===== src/rtl/pnDitherPkg.sv =====
package pnDitherPkg;
  // Strobes from control to datapath
  typedef struct packed {
    logic seed;       // load all-ones seed
    logic stepLong;   // advance long register
    logic stepShort;  // advance short register
    logic mixLong;    // long output contributes to XOR
    logic mixShort;   // short output contributes to XOR
    logic offsetOn;   // decorrelate I path
  } pnStrobeT;
endpackage


===== src/rtl/pnLfsr.sv =====
module pnLfsr #(
  parameter int LEN = 15,
  parameter int TAP = 14
) (
  input  logic           clk,
  input  logic           seed,
  input  logic           step,
  output logic [LEN-1:0] state,
  output logic           msb
);
  localparam int TOP = LEN - 1;
  localparam int TIDX = TAP - 1;

  always_ff @(posedge clk) begin
    if (seed)
      state <= '1;
    else if (step)
      state <= {state[TOP-1:0], state[TOP] ^ state[TIDX]};
  end

  assign msb = state[TOP];

  AST_SEED_ONES: assert property (@(posedge clk) seed |=> (state == '1));
  AST_NEVER_ZERO: assert property (@(posedge clk) disable iff (seed) state != '0);
  AST_HOLD_WHEN_OFF: assert property (@(posedge clk) disable iff (seed)
    !step |=> $stable(state));
  AST_FEEDBACK_BIT: assert property (@(posedge clk) disable iff (seed)
    step |=> (state[0] == $past(state[TOP] ^ state[TIDX])) && (state[TOP:1] == $past(state[TOP-1:0])));
endmodule


===== src/rtl/pnCtrl.sv =====
module pnCtrl
  import pnDitherPkg::*;
(
  input  logic     rst,
  input  logic     longEn,
  input  logic     shortEn,
  input  logic     offsetEn,
  output pnStrobeT strb
);
  always_comb begin
    strb.seed      = rst;
    strb.stepLong  = longEn & ~rst;
    strb.stepShort = shortEn & ~rst;
    strb.mixLong   = longEn;
    strb.mixShort  = shortEn;
    strb.offsetOn  = offsetEn;
  end
endmodule


===== src/rtl/pnDatapath.sv =====
module pnDatapath
  import pnDitherPkg::*;
#(
  parameter int LONG_LEN   = 23,
  parameter int LONG_TAP   = 18,
  parameter int SHORT_LEN  = 15,
  parameter int SHORT_TAP  = 14,
  parameter int OFFSET_BIT = 10
) (
  input  logic     clk,
  input  pnStrobeT strb,
  output logic     iPn,
  output logic     qPn
);
  logic [LONG_LEN-1:0]  longState;
  logic [SHORT_LEN-1:0] shortState;
  logic longBit, shortBit, mixed, offsetBit;

  pnLfsr #(.LEN(LONG_LEN), .TAP(LONG_TAP)) i_longReg (
    .clk(clk), .seed(strb.seed), .step(strb.stepLong),
    .state(longState), .msb(longBit));

  pnLfsr #(.LEN(SHORT_LEN), .TAP(SHORT_TAP)) i_shortReg (
    .clk(clk), .seed(strb.seed), .step(strb.stepShort),
    .state(shortState), .msb(shortBit));

  always_comb begin
    mixed     = (longBit & strb.mixLong) ^ (shortBit & strb.mixShort);
    offsetBit = longState[OFFSET_BIT] & strb.offsetOn;
    qPn       = mixed;
    iPn       = mixed ^ offsetBit;
  end

  AST_SAME_WITHOUT_OFFSET: assert property (@(posedge clk) disable iff (strb.seed)
    !strb.offsetOn |-> (iPn == qPn));
  AST_OFFSET_TAP: assert property (@(posedge clk) disable iff (strb.seed)
    strb.offsetOn |-> ((iPn ^ qPn) == longState[OFFSET_BIT]));
  AST_SILENT_WHEN_OFF: assert property (@(posedge clk) disable iff (strb.seed)
    (!strb.mixLong && !strb.mixShort) |-> !qPn);
  AST_SHORT_ONLY: assert property (@(posedge clk) disable iff (strb.seed)
    (!strb.mixLong && strb.mixShort) |-> (qPn == shortState[SHORT_LEN-1]));
endmodule


===== src/rtl/pnDither.sv =====
module pnDither
  import pnDitherPkg::*;
#(
  parameter int LONG_LEN   = 23,
  parameter int LONG_TAP   = 18,
  parameter int SHORT_LEN  = 15,
  parameter int SHORT_TAP  = 14,
  parameter int OFFSET_BIT = 10
) (
  input  logic clk,
  input  logic rst,
  input  logic longEn,
  input  logic shortEn,
  input  logic offsetEn,
  output logic iPn,
  output logic qPn
);
  pnStrobeT strb;

  pnCtrl i_ctrl (
    .rst(rst), .longEn(longEn), .shortEn(shortEn),
    .offsetEn(offsetEn), .strb(strb));

  pnDatapath #(
    .LONG_LEN(LONG_LEN), .LONG_TAP(LONG_TAP),
    .SHORT_LEN(SHORT_LEN), .SHORT_TAP(SHORT_TAP),
    .OFFSET_BIT(OFFSET_BIT)
  ) i_dp (
    .clk(clk), .strb(strb), .iPn(iPn), .qPn(qPn));
endmodule


===== config.mk =====
export PLATFORM = sky130hd
export DESIGN_NAME = pnDither
export DESIGN_NICKNAME = d
export VERILOG_FILES = /design/src/rtl/pnDitherPkg.sv /design/src/rtl/pnLfsr.sv /design/src/rtl/pnCtrl.sv /design/src/rtl/pnDatapath.sv /design/src/rtl/pnDither.sv
export SDC_FILE = /design/constraint.sdc
export NUM_CORES = 1
export LEC_CHECK = 0
export BUFFER_PORTS_ARGS = -buffer_cell sky130_fd_sc_hd__clkbuf_2
export CAP_MARGIN = 20
export CORE_ASPECT_RATIO = 1.75
export CORE_MARGIN = 2
export CORE_UTILIZATION = 53
export DETAILED_ROUTE_END_ITERATION = 12
export GPL_ROUTABILITY_DRIVEN = 0
export PLACE_DENSITY_LB_ADDON = 0.25
export SYNTH_ARGS = -nofsm -noshare
export SYNTH_HDL_FRONTEND = slang
export SYNTH_HIERARCHICAL = 1
export SYNTH_SLANG_ARGS = --single-unit

===== constraint.sdc =====
create_clock -name clk -period 2.2 [get_ports clk]
set_input_delay 0.44 -clock clk [delete_from_list [all_inputs] [get_ports clk]]
set_output_delay 0.44 -clock clk [all_outputs]
set_load 0.005 [all_outputs]

==> metrics.md <==
| Metric | Value |
|---|---|
| Total of max-cap violations | `0` |
| Number of stages on the worst hold path | `2` |
| Post-route fraction of the period consumed by the critical path | `0.752` |
| Tmin final | `1.65 ns` |
| Pwr/cell area | `between 700 and 800 nW/um^2` |
| DIE HEIGHT | `approximately 74 um` |
| Largest clock skew in the final design | `about 0.0045 ns` |
| Net total in the final layout | `roughly 150` |
| Count of boundary I/O pins | `7` |
| Overall routing resource usage | `0.149` |
| Fill cell total of the finished layout | `between 200 and 300` |
| Via density per instance | `5.08` |
| Maximum number of pins on one net before global-route repair | `25` |
| CTS tree | `built` |
| Clock transition at path regs | `approximately 0.070 ns` |
| Average detailed-routed wire length per instance | `roughly 12 um` |
| Max Slew Vio Count | `0` |
| Worst hold margin | `0.473 ns` |
| Register-to-register setup slack | `between 1 and 1.5 ns` |
| Total standard cell area after synthesis | `1490 sq um` |
| Setup tns final | `0 ns` |
| Placement Rows | `25` |
| Gate count of the mapped netlist | `137` |
| Final Routed Wirelength | `~2000 um` |
| Static leakage | `approximately 0.6 nW` |
| Area growth syn-to-layout | `2.52%` |
| Final setup violation count | `0` |
| Required time at the worst-slack endpoint | `about 1.8 ns` |
| DRC violation count after routing | `0` |
| Global-route wire length before repair | `about 3500 um` |
| Detailed placement HPWL | `1320 um` |
| Post-synth net total | `142` |
| Drt initial violations | `0` |
| CTS sink count | `38` |
| Horizontal die dimension | `44.1 um` |
| Number of buffers on the longest clock path | `2` |
| Worst relative slew slack | `0.585` |
| DIE AREA | `approximately 3300 sq um` |
| Worst setup EP type | `output port` |
| Initial antenna violation count | `0` |
| R2R Path Start | `i_dp/i_longReg/state[22]` |
| Hold Vio Cnt, Final | `0` |
| Worst voltage drop across the vdd grid | `between 0.0006 and 0.0007 V` |
| Core ar. | `2690 sq um` |
| Highest fanout seen on the critical path | `3` |
| Path type of the worst min-delay path | `register to register` |
| Fraction of final layout cells sized beyond drive strength 1 | `0.115` |
| Diode count | `0` |
| Clock latency of the later-clocked register in the worst-skew pair | `0.28 ns` |
| Avg Cell Area, Syn | `approximately 11 sq um` |
| Total overflow reported by the global router | `0` |
| Detail Route Antenna Nets | `0` |
| Number of global-route vias before repair | `roughly 840` |
| Launching element type of the critical path | `register` |
| Count of warnings emitted by yosys | `6` |
| Measured slew at the worst slew-check pin | `roughly 0.62 ns` |
| Initial core utilization | `0.553` |
| RSZ-0062 raised after global routing | `no` |
| End of the worst register-to-register path | `i_dp/i_longReg/state[0]` |
| Result of the run | `finished, final reports clean` |
| Hold buffer count at cts | `0` |
| Least setup slack across all paths after layout | `around 0.55 ns` |
| Data arrival time of the critical path | `roughly 1.2 ns` |
| Vias post-DR | `844` |
| Startpoint of the lowest-slack hold path | `i_dp/i_longReg/state[9]` |
| DRT Pass-1 Iters | `1` |
| Class of the most critical setup path | `register to output port` |
| R2R cell count | `2` |
| Total power after layout | `approximately 1.2 mW` |
| Number of H-tree branching levels | `2` |
| Worst slack, placed | `approximately 0.67 ns` |
| Resize count post-CTS | `0` |
| Top achievable clock speed | `between 0.6 and 0.7 GHz` |
| Inserted Clock Buffers | `5` |
| Buffer cell driving the clock tree root | `sky130_fd_sc_hd__clkbuf_8` |
| PortBufs | `6` |
| Number of setup buffers added after CTS | `0` |
| End point of the worst hold path | `i_dp/i_longReg/state[9]` |
-- state kept, by name, summed over array words and instances (netlist names) --
| signal | cells |
|---|---|
| i_dp/i_shortReg/state | 15 |
| i_dp/i_longReg/state | 23 |
-- critical path, cell delays in order (launching register included) --
cell and delay, ns:
sky130_fd_sc_hd__dfxtp_1 0.37, sky130_fd_sc_hd__nand2_1 0.11, sky130_fd_sc_hd__xnor3_1 0.33, sky130_fd_sc_hd__clkbuf_2 0.12
-- cell type report --
cell class	count	area [sq um]	share of cell area
repair buffers	8	45.0	0.0295
inverters	2	7.51	0.00492
flip-flops and latches	38	761	0.499
well taps	27	33.8	0.0221
clock buffers	6	82.6	0.0541
multi-input cells	85	596	0.390
-- stage by stage --
stage / instances / instance area (sq um) / utilization
2_1_floorplan: 137 / 1490 / -
3_3_place_gp: 160 / 1440 / 0.536
3_5_place_dp: 160 / 1440 / 0.536
4_1_cts: 166 / 1530 / 0.567
5_1_grt: 166 / 1530 / 0.567
6_report: 166 / 1530 / 0.567
-- worst max path at each step --
| stage | from | end | slack [ns] | depth (start not counted) |
|---|---|---|---|---|
| detailed placement | shortEn | iPn | 0.67 | 4 |
| CTS | i_dp/i_longReg/state[22] | iPn | 0.53 | 3 |
| floorplan | shortEn | iPn | 0.76 | 3 |
| global route | i_dp/i_longReg/state[22] | iPn | 0.45 | 3 |
| finish | i_dp/i_longReg/state[22] | iPn | 0.55 | 3 |
| global placement | shortEn | iPn | 0.68 | 4 |
-- power breakdown --
| part | internal [mW] | total [mW] | switching (mW) |
|---|---|---|---|
| registers | 0.692 | 0.694 | 0.00222 |
| clock network | 0.241 | 0.454 | 0.213 |
| logic | 0.0303 | 0.0662 | 0.0359 |
-- per-layer routing --
metal	GRT usage	vias to the layer above	routed length (um)
li1	-	448	-
met1	0.149	383	801
met2	0.243	7	1060
met3	0.0655	6	67
met4	0.101	0	65
met5	0	-	0
-- layout by cell type, fill, tap and decap left out --
| cell type | instances |
|---|---|
| sky130_fd_sc_hd__a31oi_1 | 2 |
| sky130_fd_sc_hd__buf_4 | 2 |
| sky130_fd_sc_hd__clkbuf_2 | 6 |
| sky130_fd_sc_hd__clkbuf_8 | 6 |
| sky130_fd_sc_hd__dfxtp_1 | 38 |
| sky130_fd_sc_hd__inv_1 | 2 |
| sky130_fd_sc_hd__mux2i_1 | 36 |
| sky130_fd_sc_hd__nand2_1 | 38 |
| sky130_fd_sc_hd__nand2_2 | 1 |
| sky130_fd_sc_hd__nor2b_1 | 1 |
| sky130_fd_sc_hd__nor2b_2 | 1 |
| sky130_fd_sc_hd__nor3_1 | 2 |
| sky130_fd_sc_hd__xnor2_1 | 2 |
| sky130_fd_sc_hd__xnor3_1 | 1 |
| sky130_fd_sc_hd__xor2_1 | 1 |
Power figures use the tool's default switching activity.
